### config.mk
export PLATFORM = sky130hd
export DESIGN_NAME = lsc_top
export DESIGN_NICKNAME = d
export VERILOG_FILES = /design/src/rtl/lsc_pkg.sv /design/src/rtl/lsc_diff.sv /design/src/rtl/lsc_accum.sv /design/src/rtl/lsc_classify.sv /design/src/rtl/lsc_top.sv
export SDC_FILE = /design/constraint.sdc
export NUM_CORES = 1
export LEC_CHECK = 0
export ABC_AREA = 1
export BUFFER_PORTS_ARGS = -buffer_cell sky130_fd_sc_hd__buf_2
export CORE_AREA = 2 2 133 135
export DETAILED_ROUTE_END_ITERATION = 10
export DIE_AREA = 0 0 135 137
export HOLD_SLACK_MARGIN = 0.05
export PLACE_DENSITY = 0.59
export SYNTH_ARGS = -nofsm -noshare
export SYNTH_HDL_FRONTEND = slang
export SYNTH_SLANG_ARGS = --single-unit
### constraint.sdc
create_clock -name clk -period 4 [get_ports clk]
set_input_delay 1.2 -clock clk [delete_from_list [all_inputs] [get_ports clk]]
set_output_delay 1.2 -clock clk [all_outputs]
set_load 0.02 [all_outputs]
### src/rtl/lsc_pkg.sv
package lsc_pkg;
  typedef enum logic [1:0] {
    CLS_CLEAN  = 2'd0,
    CLS_LATENT = 2'd1,
    CLS_OUTDMG = 2'd2
  } cls_e;
endpackage

### src/rtl/lsc_diff.sv
// Per-sample comparison: output bit differences and a lane-folded state mismatch.
module lsc_diff #(
  parameter int OUT_W  = 32,
  parameter int ST_W   = 64,
  parameter int LANE_W = 16
) (
  input  logic             smp_vld_i,
  input  logic [OUT_W-1:0] gold_out_i,
  input  logic [OUT_W-1:0] dut_out_i,
  input  logic [ST_W-1:0]  gold_st_i,
  input  logic [ST_W-1:0]  dut_st_i,
  output logic [OUT_W-1:0] out_diff_o,
  output logic             st_miss_o
);
  localparam int N_LANE = (ST_W + LANE_W - 1) / LANE_W;
  localparam int PAD_W  = N_LANE * LANE_W;

  logic [PAD_W-1:0]  st_x;
  logic [N_LANE-1:0] lane_hit;

  always_comb begin
    st_x = '0;
    st_x[ST_W-1:0] = gold_st_i ^ dut_st_i;
  end

  for (genvar i = 0; i < N_LANE; i++) begin : g_lane
    assign lane_hit[i] = |st_x[i*LANE_W +: LANE_W];
  end

  assign out_diff_o = smp_vld_i ? (gold_out_i ^ dut_out_i) : '0;
  assign st_miss_o  = smp_vld_i & (|lane_hit);
endmodule

### src/rtl/lsc_accum.sv
// Run records: sticky mask, latent flag, sample counter, first output hit.
module lsc_accum #(
  parameter int OUT_W = 32,
  parameter int CYC_W = 16
) (
  input  logic             clk,
  input  logic             rst_n,
  input  logic             smp_vld_i,
  input  logic             start_i,
  input  logic [OUT_W-1:0] out_diff_i,
  input  logic             st_miss_i,
  output logic [OUT_W-1:0] mask_q_o,
  output logic [OUT_W-1:0] mask_d_o,
  output logic             lat_d_o,
  output logic [CYC_W-1:0] first_q_o,
  output logic             hit_q_o
);
  localparam logic [CYC_W-1:0] CNT_MAX = '1;

  logic [OUT_W-1:0] mask_q, mask_d;
  logic             lat_q, lat_d;
  logic [CYC_W-1:0] cnt_q, cnt_d, cnt_base;
  logic [CYC_W-1:0] first_q, first_d;
  logic             hit_q, hit_d, hit_base;
  logic             en;

  always_comb begin
    en       = smp_vld_i | start_i;
    mask_d   = (start_i ? '0 : mask_q) | out_diff_i;
    lat_d    = (start_i ? 1'b0 : lat_q) | st_miss_i;
    cnt_base = start_i ? '0 : cnt_q;
    hit_base = start_i ? 1'b0 : hit_q;
    first_d  = start_i ? '0 : first_q;
    hit_d    = hit_base;
    if ((|out_diff_i) && !hit_base) begin
      first_d = cnt_base;
      hit_d   = 1'b1;
    end
    cnt_d = cnt_base;
    if (smp_vld_i && (cnt_base != CNT_MAX)) cnt_d = cnt_base + 1'b1;
  end

  always_ff @(posedge clk or negedge rst_n) begin
    if (!rst_n) begin
      mask_q  <= '0;
      lat_q   <= 1'b0;
      cnt_q   <= '0;
      first_q <= '0;
      hit_q   <= 1'b0;
    end else if (en) begin
      mask_q  <= mask_d;
      lat_q   <= lat_d;
      cnt_q   <= cnt_d;
      first_q <= first_d;
      hit_q   <= hit_d;
    end
  end

  assign mask_q_o  = mask_q;
  assign mask_d_o  = mask_d;
  assign lat_d_o   = lat_d;
  assign first_q_o = first_q;
  assign hit_q_o   = hit_q;
endmodule

### src/rtl/lsc_classify.sv
// Run closure and grading.
module lsc_classify
  import lsc_pkg::*;
(
  input  logic clk,
  input  logic rst_n,
  input  logic run_end_i,
  input  logic start_i,
  input  logic dmg_any_i,
  input  logic lat_i,
  output logic done_o,
  output cls_e cls_o
);
  logic done_q, done_d;
  cls_e cls_q, cls_d, grade;
  logic en;

  always_comb begin
    if (dmg_any_i)  grade = CLS_OUTDMG;
    else if (lat_i) grade = CLS_LATENT;
    else            grade = CLS_CLEAN;
    en     = run_end_i | start_i;
    done_d = run_end_i ? 1'b1 : 1'b0;
    cls_d  = run_end_i ? grade : CLS_CLEAN;
  end

  always_ff @(posedge clk or negedge rst_n) begin
    if (!rst_n) begin
      done_q <= 1'b0;
      cls_q  <= CLS_CLEAN;
    end else if (en) begin
      done_q <= done_d;
      cls_q  <= cls_d;
    end
  end

  assign done_o = done_q;
  assign cls_o  = cls_q;
endmodule

### src/rtl/lsc_top.sv
module lsc_top
  import lsc_pkg::*;
#(
  parameter int OUT_W  = 32,
  parameter int ST_W   = 64,
  parameter int LANE_W = 16,
  parameter int CYC_W  = 16
) (
  input  logic             clk,
  input  logic             rst_n,
  input  logic             smp_vld_i,
  input  logic             run_end_i,
  input  logic [OUT_W-1:0] gold_out_i,
  input  logic [OUT_W-1:0] dut_out_i,
  input  logic [ST_W-1:0]  gold_st_i,
  input  logic [ST_W-1:0]  dut_st_i,
  output logic [1:0]       class_o,
  output logic             class_vld_o,
  output logic [OUT_W-1:0] out_mask_o,
  output logic [CYC_W-1:0] first_cyc_o,
  output logic             first_hit_o
);
  logic [OUT_W-1:0] out_diff, mask_q, mask_d;
  logic             st_miss, lat_d, done, start;
  cls_e             cls;

  assign start = done & (smp_vld_i | run_end_i);

  lsc_diff #(.OUT_W(OUT_W), .ST_W(ST_W), .LANE_W(LANE_W)) u_diff (
    .smp_vld_i (smp_vld_i),
    .gold_out_i(gold_out_i),
    .dut_out_i (dut_out_i),
    .gold_st_i (gold_st_i),
    .dut_st_i  (dut_st_i),
    .out_diff_o(out_diff),
    .st_miss_o (st_miss)
  );

  lsc_accum #(.OUT_W(OUT_W), .CYC_W(CYC_W)) u_accum (
    .clk       (clk),
    .rst_n     (rst_n),
    .smp_vld_i (smp_vld_i),
    .start_i   (start),
    .out_diff_i(out_diff),
    .st_miss_i (st_miss),
    .mask_q_o  (mask_q),
    .mask_d_o  (mask_d),
    .lat_d_o   (lat_d),
    .first_q_o (first_cyc_o),
    .hit_q_o   (first_hit_o)
  );

  lsc_classify u_cls (
    .clk      (clk),
    .rst_n    (rst_n),
    .run_end_i(run_end_i),
    .start_i  (start),
    .dmg_any_i(|mask_d),
    .lat_i    (lat_d),
    .done_o   (done),
    .cls_o    (cls)
  );

  assign class_o     = cls;
  assign class_vld_o = done;
  assign out_mask_o  = mask_q;
endmodule

==> results of run 1 <==
registers in the layout, summed over array words and instances (netlist names):
name               flops
u_accum.mask_q_o      32
u_accum.cnt_q         16
u_accum.first_q_o     16
u_cls.cls_o            2
u_accum.hit_q_o        1
u_accum.lat_q          1
u_cls.done_o           1
cells in the final DEF, fill, tap and decap left out, types with 18 or more instances in the layout:
cell type and count:
nor2_1 145, o21ai_0 25, buf_2 247, nand2_1 287, dfrtp_1 69, or2_2 18
nand3_1 36, inv_1 120, xor2_1 18, a21oi_1 25
power by group:
part | total, mW | leakage, nW | switching, mW | internal [mW]
logic | 0.497 | 2.98 | 0.301 | 0.196
clock network | 0.679 | 0.119 | 0.277 | 0.402
registers | 0.773 | 0.882 | 0.0263 | 0.747
worst max-delay path, stage by stage:
cell and delay, ps:
buf_2 230, inv_6 50, a21oi_4 280, nor2_1 130, ha_1 260, nand3_2 120
nor2_1 80, nand3b_1 100, nand2_2 170, inv_2 370, nand2_1 120, o21ai_2 80
synth_stat cells, drive strengths merged:
cell type / n / area [um2]
dfrtp: 69 / 1730
and2: 4 / 25.0
xnor2: 2 / 17.5
xor2: 19 / 174
nor2: 149 / 569
ha: 1 / 12.5
and3: 1 / 6.26
a21oi: 26 / 141
buf: 14 / 130
nand4: 3 / 18.8
nand3: 37 / 190
nor3: 3 / 15.0
o21ai: 40 / 238
a31oi: 1 / 6.26
or2: 18 / 113
nand3b: 6 / 45.0
clkbuf: 2 / 7.51
nand2: 290 / 1110
inv: 122 / 463
routing by layer:
layer / vias to the layer above / track usage, %
li1: 2921 / -
met1: 2246 / 19.7
met2: 183 / 26.8
met3: 24 / 4.74
met4: 0 / 5.09
met5: - / 0
cell families after synthesis:
group	share of synthesized area, %
and+or+nand+nor	41.7
buffers and inverters	12.0
DFF	34.5
AOI/OAI and AO/OA	7.70
xor gates and xnor gates	3.83
adders and majority gates	0.250
worst paths after layout:
kind                                 startpoint                   end  slack [ps]
hold / removal             u_accum.mask_q_o[15]  u_accum.mask_q_o[15]         500
hold reg to reg            u_accum.mask_q_o[15]  u_accum.mask_q_o[15]         500
setup / recovery                      smp_vld_i      u_accum.cnt_q[8]        1050
max in group asynchronous                 rst_n  u_accum.mask_q_o[28]        2360
min in group asynchronous                 rst_n  u_accum.mask_q_o[12]        1070
setup reg to reg                   u_cls.done_o      u_accum.cnt_q[8]        1670
final cells by class:
class                   count  area share (%)
clock buffers               9            3.37
clock inverters             3           0.262
inverters                 122            6.93
multi-input cells         600            40.1
flip-flops and latches     69            25.8
well taps                 225            4.21
repair buffers            254            19.3
==> results.yml, run 1 <==
outcome:
  status: "complete, no violations"
route:
  drt-met1-wl_um: 6480
  wl_per_cell_um: 11.3
  postRouteAntennaNets: 0
  viasPerCell: 4.19
  drtIter0Drc: 183
  drt_wl_total_um: 14500
  met2WireLength_um: 6560
  first_pass_iters: 5
  vias: 5374
  route.met3.wl_um: 1230
  drc_errors: 0
  top_layer: "met4"
clocking:
  worstSkewPairLatency_ps: 330
  root_buffer: "clkbuf_16"
  ctsLongestPathBuffers: 2
  cts_max_level: 3
  cts_tree: "done"
  cts_sinks: 69
  post-cts-setup-buffer-count: 0
  postCtsHoldBufs: 0
  path_clk_slew_ps: 50
  cts_made_buffers: 9
  cts_resized: 0
sta:
  worst_slew_pin_slew_ps: 877
  min_period_ps: 2950
  timing.final.crit_share_pct: 73.9
  setup_tns_ps: 0
  rsz0062_at_grt: "no"
  timing.final.ws_setup_ps: 1050
  fmax_ghz: 0.338
  slew_headroom_pct: 41.5
  setup_violations: 0
  slew_viol_final: 0
  skew_ps: 8.80
  final_hold_viol_count: 0
  holdWs_ps: 498
die:
  die_area_um2: 18500
  core-area_um2: 17100
  ioPinCount: 248
  start_util_pct: 29.3
  die_y_um: 137
  num_rows: 48
  die_w_um: 135
grt:
  grt_max_degree: 70
  antenna_found_initial: 0
  grt.overflow.total: 0
  grt_pass1_wl_um: 23600
  grt_pass1_vias: 5105
  globalRouteTotalUtil_pct: 16.0
min_path:
  hp-class: "reg2reg"
  hold_depth: 2
place:
  post-place-ws_ps: 686
  dpl.hpwl_um: 12000
  placed_cells: 1270
  numPortBuffers: 247
  place.gp.congestion: 0.844
  dpl_cell_area_um2: 6440
worst_setup_path:
  critPathKind: "in2reg"
  required_ps: 4250
  endpoint_kind: "flop"
  reg2regPathDepth: 11
  cp.arrival_ps: 3210
  start_kind: "input port"
  cp_max_fo: 20
power:
  p_per_area_nw_per_um2: 292
  ir_drop_mv: 0.217
  p_total_mw: 1.95
  p_leak_nw: 3.98
yosys:
  ys_warn_count: 0
  avgSynthCellArea_um2: 6.20
  postSynthCellCount: 807
  ys_seq_elements: 69
  synth_nets: 1004
  syn_area_um2: 5000
  yosysSeqAreaShare_pct: 34.5
  synth_cell_types: 32
layout:
  final_util_pct: 39.2
  area_growth_pct: 33.5
  num_antenna_cells: 0
  final_nets: 1253
  fin_cells: 1282
  finish.instance_area_um2: 6680
  drive_gt1_share_pct: 28.8
  multi_input_area_um2: 2680
  fillCellCount: 1855
  regArea_um2: 1730
flow_run:
  maxCapViolations: 0
Power figures use the tool's default switching activity.
==> run 2: changes to the inputs <==
- clock period: 4 -> 2.75 ns (I/O delays scaled with it)
==> results.yml, run 2 (synthesis results as in run 1) <==
sta:
  rsz0062_at_grt: "no"
  slew_viol_final: 0
  fmax_ghz: 0.445
  setup_tns_ps: 0
  setup_violations: 0
  worst_slew_pin_slew_ps: 409
  slew_headroom_pct: 72.7
  min_period_ps: 2250
  skew_ps: 10.3
  holdWs_ps: 494
  timing.final.crit_share_pct: 81.7
  final_hold_viol_count: 0
layout:
  area_growth_pct: 36.4
  largest_reg_flops: 32
  final_nets: 1258
  final_cell_mix: "nand2_1 (287), buf_2 (247), nor2_1 (145), inv_1 (120), dfrtp_1 (69)"
  final_common_cell: "nand2_1"
  num_antenna_cells: 0
  final_util_pct: 40.0
  finish.instance_area_um2: 6830
  drive_gt1_share_pct: 29.3
route:
  postRouteAntennaNets: 0
  first_pass_iters: 6
  vias: 5403
  viasPerCell: 4.19
  wl_per_cell_um: 11.5
  drc_errors: 0
  drt_wl_total_um: 14900
  drtIter0Drc: 189
worst_setup_path:
  rr_endpoint: "u_accum.cnt_q[14]"
  worstSetupStartpoint: "smp_vld_i"
  critPathKind: "in2reg"
  start_kind: "input port"
  rrSetupSlack_ps: 740
  cp.arrival_ps: 2470
  reg2regPathDepth: 11
  r2r-start: "u_cls.done_o"
  endpoint_kind: "flop"
  cp_max_fo: 30
  required_ps: 2970
clocking:
  cts_resized: 0
  cts_max_level: 3
  path_clk_slew_ps: 60
  cts_made_buffers: 9
  ctsLongestPathBuffers: 2
  cts_sinks: 69
  post-cts-setup-buffer-count: 0
  cts_tree: "done"
  worstSkewPairLatency_ps: 340
  root_buffer: "clkbuf_16"
  postCtsHoldBufs: 0
power:
  ir_drop_mv: 0.251
  p_total_mw: 3.06
  p_per_area_nw_per_um2: 448
  p_leak_nw: 4.05
die:
  die_area_um2: 18500
  core-area_um2: 17100
  die_w_um: 135
  num_rows: 48
  start_util_pct: 29.3
  ioPinCount: 248
  die_y_um: 137
place:
  dpl.hpwl_um: 12200
  numPortBuffers: 247
  place.gp.congestion: 0.827
  dpl_cell_area_um2: 6530
min_path:
  hold_depth: 2
  hp-start: "u_accum.mask_q_o[30]"
  hp-class: "reg2reg"
  hold_end: "u_accum.mask_q_o[30]"
grt:
  globalRouteTotalUtil_pct: 16.5
  grt.overflow.total: 0
  antenna_found_initial: 0
  grt_pass1_vias: 5095
  grt_pass1_wl_um: 24200
  grt_max_degree: 70
flow_run:
  maxCapViolations: 0
outcome:
  status: "complete, no violations"
[run 2: cell count changes in the layout (fill, tap and decap cells not counted), sizes merged]
cell,previous run,this run
buf,254,259
bufinv,0,1
clkbuf,9,11
clkinv,2,1
clkinvlp,1,2
inv,122,123
[run 2: worst max-delay path by stage]
stage / endpoint / slack [ps] / cells after the start
floorplan: u_accum.cnt_q[0] / 140 / 13
global placement: u_accum.cnt_q[15] / 190 / 11
detailed placement: u_accum.cnt_q[15] / 150 / 11
CTS: u_accum.cnt_q[15] / 500 / 11
global route: u_accum.first_q_o[15] / 300 / 14
finish: u_accum.cnt_q[15] / 500 / 11
[run 2: per-stage QoR]
stage          setup WS, ps  instances
3_5_place_dp            146       1275
2_1_floorplan           142        807
3_3_place_gp            192       1275
6_report                503       1291
5_1_grt                 296       1291
4_1_cts                 502       1291
[run 2: layout make-up]
class	count	area, um2
timing repair buffer	259	1380
tap	225	282
sequential	69	1730
clock buffer	11	243
multi-input combinational	600	2680
inverter	122	463
fill	1852	10200
clock inverter	5	58.8
[run 2: worst max-delay path: stages]
cell and delay [ps]:
buf_2 180, o21ai_4 210, buf_4 350, nand2_1 180
nor2_1 200, nand3_1 100, nor2_1 100, nand2_1 70
xor2_1 140, nand2_1 60, nand2_1 50
[run 2: power by group]
part / switching (mW) / internal (mW)
clock network: 0.463 / 0.729
registers: 0.0388 / 1.09
logic: 0.442 / 0.301
total: 0.944 / 2.11
[run 2: per-layer routing]
metal	GRT usage [%]	wire length [um]	vias to the layer above
met4	6.19	252	0
li1	-	-	2942
met2	27.3	6800	164
met3	3.96	1020	17
met5	0	0	-
met1	20.9	6810	2280
